File: config.mk
export PLATFORM = sky130hd
export DESIGN_NAME = port_irq_unit
export DESIGN_NICKNAME = d
export VERILOG_FILES = /design/src/rtl/port_irq_pkg.sv /design/src/rtl/pin_sync.sv /design/src/rtl/deb_filter.sv /design/src/rtl/irq_bit.sv /design/src/rtl/port_irq_unit.sv
export SDC_FILE = /design/constraint.sdc
export NUM_CORES = 1
export LEC_CHECK = 0
export ABC_AREA = 1
export BUFFER_PORTS_ARGS = -buffer_cell sky130_fd_sc_hd__buf_2
export CORE_UTILIZATION = 35
export CTS_CLUSTER_SIZE = 16
export DETAILED_ROUTE_END_ITERATION = 16
export GPL_ROUTABILITY_DRIVEN = 1
export PLACE_DENSITY_LB_ADDON = 0.25
export SLEW_MARGIN = 10
export SYNTH_ARGS = -nofsm -noshare
export SYNTH_HDL_FRONTEND = slang
export SYNTH_SLANG_ARGS = --single-unit
File: constraint.sdc
create_clock -name clk_i -period 1.3 [get_ports clk_i]
set_input_delay 0.26 -clock clk_i [delete_from_list [all_inputs] [get_ports clk_i]]
set_output_delay 0.26 -clock clk_i [all_outputs]
set_load 0.01 [all_outputs]
File: src/rtl/port_irq_pkg.sv
package port_irq_pkg;
  localparam int unsigned PORT_W = 4;

  typedef enum logic [1:0] {
    SEL_MASK = 2'd0,
    SEL_FLAG = 2'd1,
    SEL_EDGE = 2'd2,
    SEL_BYP  = 2'd3
  } reg_sel_e;
endpackage

File: src/rtl/pin_sync.sv
module pin_sync #(
  parameter int unsigned W = 4
) (
  input  logic         clk_i,
  input  logic         rst_ni,
  input  logic [W-1:0] d_i,
  output logic [W-1:0] q_o
);
  logic [W-1:0] s1_q, s2_q;

  always_ff @(posedge clk_i or negedge rst_ni) begin
    if (!rst_ni) begin
      s1_q <= '0;
      s2_q <= '0;
    end else begin
      s1_q <= d_i;
      s2_q <= s1_q;
    end
  end

  assign q_o = s2_q;
endmodule

File: src/rtl/deb_filter.sv
module deb_filter #(
  parameter int unsigned N_EDGES = 2
) (
  input  logic clk_i,
  input  logic rst_ni,
  input  logic d_i,
  input  logic tick_i,
  output logic q_o
);
  localparam int unsigned CW = $clog2(N_EDGES + 1);
  localparam logic [CW-1:0] CNT_MAX = CW'(N_EDGES);
  localparam logic [CW-1:0] CNT_LST = CW'(N_EDGES - 1);

  logic          d_q;
  logic [CW-1:0] cnt_q;
  logic          q_q;

  always_ff @(posedge clk_i or negedge rst_ni) begin
    if (!rst_ni) begin
      d_q   <= 1'b0;
      cnt_q <= '0;
      q_q   <= 1'b0;
    end else begin
      d_q <= d_i;
      if (d_i != d_q) begin
        cnt_q <= '0;
      end else if (tick_i && cnt_q != CNT_MAX) begin
        cnt_q <= cnt_q + 1'b1;
        if (cnt_q == CNT_LST) q_q <= d_i;
      end
    end
  end

  assign q_o = q_q;
endmodule

File: src/rtl/irq_bit.sv
module irq_bit (
  input  logic clk_i,
  input  logic rst_ni,
  input  logic direct_i,
  input  logic filt_i,
  input  logic byp_i,
  input  logic inv_i,
  input  logic en_i,
  input  logic clr_i,
  output logic pol_o,
  output logic set_o,
  output logic flag_o
);
  logic pol_q, flag_q;

  assign pol_o = (byp_i ? direct_i : filt_i) ^ inv_i;
  assign set_o = en_i & pol_o & ~pol_q;

  always_ff @(posedge clk_i or negedge rst_ni) begin
    if (!rst_ni) begin
      pol_q  <= 1'b0;
      flag_q <= 1'b0;
    end else begin
      pol_q <= pol_o;
      if (set_o)      flag_q <= 1'b1;  // set beats clear
      else if (clr_i) flag_q <= 1'b0;
    end
  end

  assign flag_o = flag_q;
endmodule

File: src/rtl/port_irq_unit.sv
module port_irq_unit
  import port_irq_pkg::*;
#(
  parameter int unsigned W       = PORT_W,
  parameter int unsigned N_EDGES = 2
) (
  input  logic         clk_i,
  input  logic         rst_ni,
  input  logic [W-1:0] pin_i,
  input  logic         deb_clk_i,
  input  logic         reg_we_i,
  input  logic [1:0]   reg_sel_i,
  input  logic [W-1:0] reg_wdata_i,
  output logic [W-1:0] reg_rdata_o,
  output logic [W-1:0] irq_o,
  output logic [1:0]   test_var_o,
  output logic [1:0]   event_o
);
  localparam int unsigned EV_HI = W - 1;

  reg_sel_e     sel;
  logic [W-1:0] sync_v, filt_v, pol_v, set_v, flag_q;
  logic [W-1:0] mask_q, edge_q, byp_q;
  logic         deb_q, deb_tick;
  logic         wr_mask, wr_flag, wr_edge, wr_byp;

  assign sel     = reg_sel_e'(reg_sel_i);
  assign wr_mask = reg_we_i && sel == SEL_MASK;
  assign wr_flag = reg_we_i && sel == SEL_FLAG;
  assign wr_edge = reg_we_i && sel == SEL_EDGE;
  assign wr_byp  = reg_we_i && sel == SEL_BYP;

  always_ff @(posedge clk_i or negedge rst_ni) begin
    if (!rst_ni) begin
      mask_q <= '0;
      edge_q <= '0;
      byp_q  <= '0;
      deb_q  <= 1'b0;
    end else begin
      deb_q <= deb_clk_i;
      if (wr_mask) mask_q <= reg_wdata_i;
      if (wr_edge) edge_q <= reg_wdata_i;
      if (wr_byp)  byp_q  <= reg_wdata_i;
    end
  end

  assign deb_tick = deb_clk_i & ~deb_q;

  pin_sync #(.W(W)) u_sync (
    .clk_i (clk_i),
    .rst_ni(rst_ni),
    .d_i   (pin_i),
    .q_o   (sync_v)
  );

  for (genvar n = 0; n < W; n++) begin : g_bit
    deb_filter #(.N_EDGES(N_EDGES)) u_deb (
      .clk_i (clk_i),
      .rst_ni(rst_ni),
      .d_i   (sync_v[n]),
      .tick_i(deb_tick),
      .q_o   (filt_v[n])
    );
    irq_bit u_irq (
      .clk_i   (clk_i),
      .rst_ni  (rst_ni),
      .direct_i(sync_v[n]),
      .filt_i  (filt_v[n]),
      .byp_i   (byp_q[n]),
      .inv_i   (edge_q[n]),
      .en_i    (mask_q[n]),
      .clr_i   (wr_flag & reg_wdata_i[n]),
      .pol_o   (pol_v[n]),
      .set_o   (set_v[n]),
      .flag_o  (flag_q[n])
    );
  end

  always_comb begin
    unique case (sel)
      SEL_MASK: reg_rdata_o = mask_q;
      SEL_FLAG: reg_rdata_o = flag_q;
      SEL_EDGE: reg_rdata_o = edge_q;
      default:  reg_rdata_o = byp_q;
    endcase
  end

  assign irq_o      = flag_q;
  assign test_var_o = filt_v[1:0];
  assign event_o    = {pol_v[EV_HI], pol_v[0]};
endmodule

== After elaboration in Yosys (flattened, before gate mapping) ==
Index checks and enable logic that the tools add are counted.

* Add/subtract/negate cells: 4
* Equality and inequality tests: 15
* Mux-type cells: 21
* Bitwise gates (word level): 26
* Reduce and logical (&&, ||, !) cells: 21

{| class="wikitable"
|+ Operators with widths
! kind !! number
|-
| 2-bit two-way mux || 8
|-
| 2-bit nonzero test || 8
|-
| 1-bit AND || 13
|-
| 1-bit two-way mux || 12
|-
| 4-bit one-hot mux with 3 select lines || 1
|-
| 3-bit AND reduction || 4
|-
| 2-bit by 1-bit == test with 1-bit output (second input constant) || 5
|-
| 1-bit NOT || 9
|-
| 2-bit by 1-bit adder with 2-bit output (second input constant) || 4
|-
| 1-bit logical AND || 8
|-
| 2-bit != test (second input constant) || 4
|-
| 2-bit == test (second input constant) || 2
|-
| 1-bit != test || 4
|-
| 1-bit bitwise XOR || 4
|-
| 2-bit logical NOT || 1
|}

* Flip-flop bits (word level): 45
* Bits of input ports: 14
* Output and inout bits: 12
* Logic and storage cells: 113

== Depth between registers and ports, before layout ==
* Depth after elaboration: 5
* Depth in mapped cells: 6
* Mapped depth without buffers: 6

== Cells and area by module ==
A second synthesis with hierarchy kept.

* Cells, all modules: 272
* Area, all modules: 2,412.3 sq um

{| class="wikitable"
|+ Modules (own cells, without submodules)
! module !! instances !! cells each !! area an instance (sq um) !! seq. area each (sq um)
|-
| deb_filter || 4 || 25 || 225.2 || 100.1
|-
| port_irq_unit || 1 || 80 || 675.6 || 325.3
|-
| irq_bit || 4 || 21 || 158.9 || 50.0
|-
| pin_sync || 1 || 8 || 200.2 || 200.2
|}

== Worst setup path after synthesis ==
No wires, ideal clock.

* Kind: reg2out
* From: reg u_sync.s2_q[3], in the netlist u_sync.q_o[3]
* To: out event_o[1]
* Arrival time: 854 ps
* Data required time: 1,040 ps
* Path slack: 186 ps
* Cell stages (with the launch flop): 5
* Buffers on the path: 1
* Path through: dfrtp_1 nand2_1 nand3b_1 and2_1 buf_4

* Longest elaborated chain between the ends: 2

{| class="wikitable"
|+ Ends and longest elaborated chain
! element !! RTL line !! source
|-
| start, declared || pin_sync.sv:9 || <nowiki>logic [W-1:0] s1_q, s2_q;</nowiki>
|-
| start signal, assigned || pin_sync.sv:17 || <nowiki>s2_q <= s1_q;</nowiki>
|-
| 1-bit two-way mux || irq_bit.sv:16 || <nowiki>assign pol_o = (byp_i ? direct_i : filt_i) ^ inv_i;</nowiki>
|-
| 1-bit bitwise XOR || irq_bit.sv:16 ||
|-
| end, declared || port_irq_unit.sv:17 || <nowiki>output logic [1:0] event_o</nowiki>
|}

No other way between the ends.

== Final worst setup path ==
* From: reg byp_q[0]
* To: out event_o[0]

* Longest elaborated chain between the ends: 2

{| class="wikitable"
|+ Ends and longest elaborated chain
! element !! RTL line !! source
|-
| start, declared || port_irq_unit.sv:23 || <nowiki>logic [W-1:0] mask_q, edge_q, byp_q;</nowiki>
|-
| start signal, assigned || port_irq_unit.sv:43 || <nowiki>if (wr_byp) byp_q <= reg_wdata_i;</nowiki>
|-
| 1-bit two-way mux || irq_bit.sv:16 ||
|-
| 1-bit bitwise XOR || irq_bit.sv:16 ||
|}

No other way between the ends.

==> impl_metrics.env <==
export IMPL_cts_buffers=5
export IMPL_area_delta_synth_final_pct=23.8
export IMPL_dieWidth_um=79.9
export IMPL_synth_seq_cells=45
export IMPL_max_freq_mhz=679
export IMPL_tightestPinTransition_ns=0.273
export IMPL_post_route_period_util=1.13
export IMPL_dpl_hpwl_um=2940
export IMPL_port_buffers=25
export IMPL_drtIter0Drc=127
export IMPL_grt_setup_unrepaired="yes"
export IMPL_seq_area_frac_synth=0.530
export IMPL_max_cap_violations=0
export IMPL_dieArea_mm2=0.00639
export IMPL_hold_violations=0
export IMPL_fin_skew_ns=0.00590
export IMPL_fin_crit_ns=1.47
export IMPL_cp_max_fo=3
export IMPL_ioPinCount=26
export IMPL_synthTopCellsByArea="dfrtp_1 53%, nand2_1 13%, inv_1 5.1%"
export IMPL_antenna_found_initial=0
export IMPL_cts_buffer_depth=2
export IMPL_gp_congestion=0.734
export IMPL_start_kind="flop"
export IMPL_cts_sinks=45
export IMPL_ys_warn_count=0
export IMPL_power_frac_seq=0.467
export IMPL_synth_top_cell_area_share=0.530
export IMPL_yosys_area_top_type="dfrtp_1"
export IMPL_arrival_ns=1.21
export IMPL_p_leak_nw=1.33
export IMPL_grt_pass1_wl_um=7120
export IMPL_clkSlewWorstSetupHoldPaths_ns=0.08
export IMPL_antenna_cells=0
export IMPL_cts_tree="built"
export IMPL_fin_nets=309
export IMPL_wl_um=4120
export IMPL_rows=28
export IMPL_slew_violations=0
export IMPL_critPathRequiredTime_ns=1.04
export IMPL_die_h_um=79.9
export IMPL_grt_pass1_vias=1563
export IMPL_postSynthNetCount=264
export IMPL_vias=1658
export IMPL_post_dp_cell_area_mm2=0.00234
export IMPL_synth_cells=242
export IMPL_clockPowerShare=0.288
export IMPL_clk_root_buffer_cell="clkbuf_8"
export IMPL_fin_cells=363
export IMPL_drive_gt1_frac=0.250
export IMPL_synthFlopType="dfrtp_1"
export IMPL_slew_limit_headroom=0.818
export IMPL_powerDensity_mw_per_mm2=1430
export IMPL_async_reset_ff_frac=1.00
export IMPL_drtPass1Iterations=4
export IMPL_synth_avg_cell_area_um2=8.78
export IMPL_end_kind="output port"
export IMPL_gr_total_overflow=0
export IMPL_hold_class="in2reg"
export IMPL_switching_power_mw=1.07
export IMPL_syn_area_mm2=0.00212
export IMPL_yosysUniqueCellTypes=17
export IMPL_routedWlPerCell_um=11.4
export IMPL_finalSetupViolations=5
export IMPL_vias_per_cell=4.57
export IMPL_floorplan_core_area_mm2=0.00589
export IMPL_post_route_util=0.447
export IMPL_dp_cells=338
export IMPL_dp_slack_ns=0.0776
export IMPL_final_area_mm2=0.00263
export IMPL_path_class="reg2out"
export IMPL_cts_max_level=2
export IMPL_outcome="finished, violations left"
export IMPL_comb_power_share=0.245
export IMPL_final_setup_worst_slack_ns=-0.173
export IMPL_internal_power_mw=2.69
export IMPL_violations="setup timing"
export IMPL_ir_drop_mv=0.722
export IMPL_drc=0
export IMPL_p_sw_frac=0.284
export IMPL_synth_edf_count=0
export IMPL_grt_max_degree=30
export IMPL_postRouteAntennaNets=0
export IMPL_clock_latency_ns=0.29
export IMPL_initial_core_util=0.361
export IMPL_grt_use_total=0.145
what timing repair did:
| action | in CTS | in global routing |
|---|---|---|
| cloned | 0 | 0 |
| setup endpoints to repair | 4 | 9 |
| hold buffers | 1 | 0 |
| buffers inserted | 13 | 3 |
| pin swaps | 3 | 4 |
| gates resized for setup | 2 | 12 |
| hold endpoints to repair | 45 | 0 |
through the flow:
step | hold slack [ns] | setup TNS, ns | power, mW
after floorplan | -0.0356 | 0 | 2.32
after CTS | 0.0558 | -0.524 | 3.74
after global routing | 0.0515 | -0.820 | 4.02
final | 0.0674 | -0.448 | 3.76
after detailed placement | 0.243 | 0 | 2.51
after global placement | 0.246 | 0 | 2.49
area by class of cell:
| class | instances | area [µm²] |
|---|---|---|
| inverter | 32 | 120 |
| multi-input combinational | 157 | 843 |
| clock buffer | 7 | 86.3 |
| timing repair buffer | 46 | 330 |
| sequential | 45 | 1130 |
| tap | 75 | 93.8 |
| clock inverter | 1 | 30.0 |
| fill | 581 | 3260 |
flip-flops by register name, summed over array words and instances (netlist names):
signal and cells:
g_bit.u_irq.pol_q 4, u_sync.q_o 4, deb_q 1, g_bit.u_deb.q_o 4, g_bit.u_deb.d_q 4, edge_q 4, mask_q 4, g_bit.u_deb.cnt_q 8
u_sync.s1_q 4, g_bit.u_irq.flag_o 4, byp_q 4
worst max-delay path: stages (launching register included):
cell	delay (ns)
dfrtp_1	0.41
inv_1	0.06
nand2_1	0.06
nand2_1	0.08
nand2_2	0.06
and2_4	0.14
buf_6	0.11
cells by family (layout without fill, tap and decap cells):
group / count (synthesis) / in the layout / share of synthesized area
AO/OA/AOI/OAI: 24 / 24 / 0.0583
flip-flops: 45 / 45 / 0.530
buffers and inverters: 40 / 86 / 0.0848
AND/OR/NAND/NOR: 125 / 125 / 0.280
adder cells (fa/ha/maj): 8 / 8 / 0.0471
path summary, 6_finish.rpt:
path	slack, ns	endpoint	from	cells after the start
max in group asynchronous	0.65	g_bit[0].u_deb.cnt_q[1]	rst_ni	3
min in group asynchronous	0.46	u_sync.q_o[2]	rst_ni	3
worst min register to register	0.35	u_sync.q_o[1]	u_sync.s1_q[1]	0
worst min-delay path	0.07	u_sync.s1_q[3]	pin_i[3]	1
worst max-delay path	-0.17	event_o[0]	byp_q[0]	6
worst max register to register	0.15	g_bit[0].u_deb.q_o	g_bit[0].u_deb.cnt_q[0]	6
power groups by stage:
stage                     registers, mW  logic, mW  clock network, mW
after detailed placement           1.81      0.694                  0
after floorplan                    1.75      0.566                  0
final                              1.76      0.919               1.08
after global placement             1.81      0.680                  0
after global routing               1.78       1.05               1.19
after CTS                          1.75      0.870               1.12
cell usage after synthesis, types with 2 or more instances:
master / n
and2_1: 4
o21ai_0: 12
nand4_1: 8
inv_1: 29
nor2_1: 8
inv_2: 3
nand2_2: 2
o21ai_1: 11
ha_1: 8
nand2_1: 75
nand3_1: 12
dfrtp_1: 45
nor2_4: 3
nand3b_1: 12
buf_4: 8
cells in the final DEF (no fill, tap or decap):
master / synthesis / final
and2_1: 4 / 2
and2_4: 0 / 2
buf_12: 0 / 2
buf_2: 0 / 23
buf_4: 8 / 16
buf_6: 0 / 4
bufinv_16: 0 / 1
clkbuf_1: 0 / 1
clkbuf_8: 0 / 6
dfrtp_1: 45 / 45
dlygate4sd3_1: 0 / 1
ha_1: 8 / 8
inv_1: 29 / 29
inv_2: 3 / 3
nand2_1: 75 / 71
nand2_2: 2 / 6
nand2_4: 1 / 1
nand3_1: 12 / 12
nand3b_1: 12 / 12
nand4_1: 8 / 8
nor2_1: 8 / 4
nor2_2: 0 / 4
nor2_4: 3 / 3
o21ai_0: 12 / 12
o21ai_1: 11 / 11
o21ai_2: 1 / 1
per-layer routing:
layer / GRT usage / part of all wire
met3: 0.0343 / 0.035
met5: 0 / 0
met4: 0.0375 / 0.0041
met1: 0.195 / 0.51
met2: 0.232 / 0.45
Power figures use the tool's default switching activity.
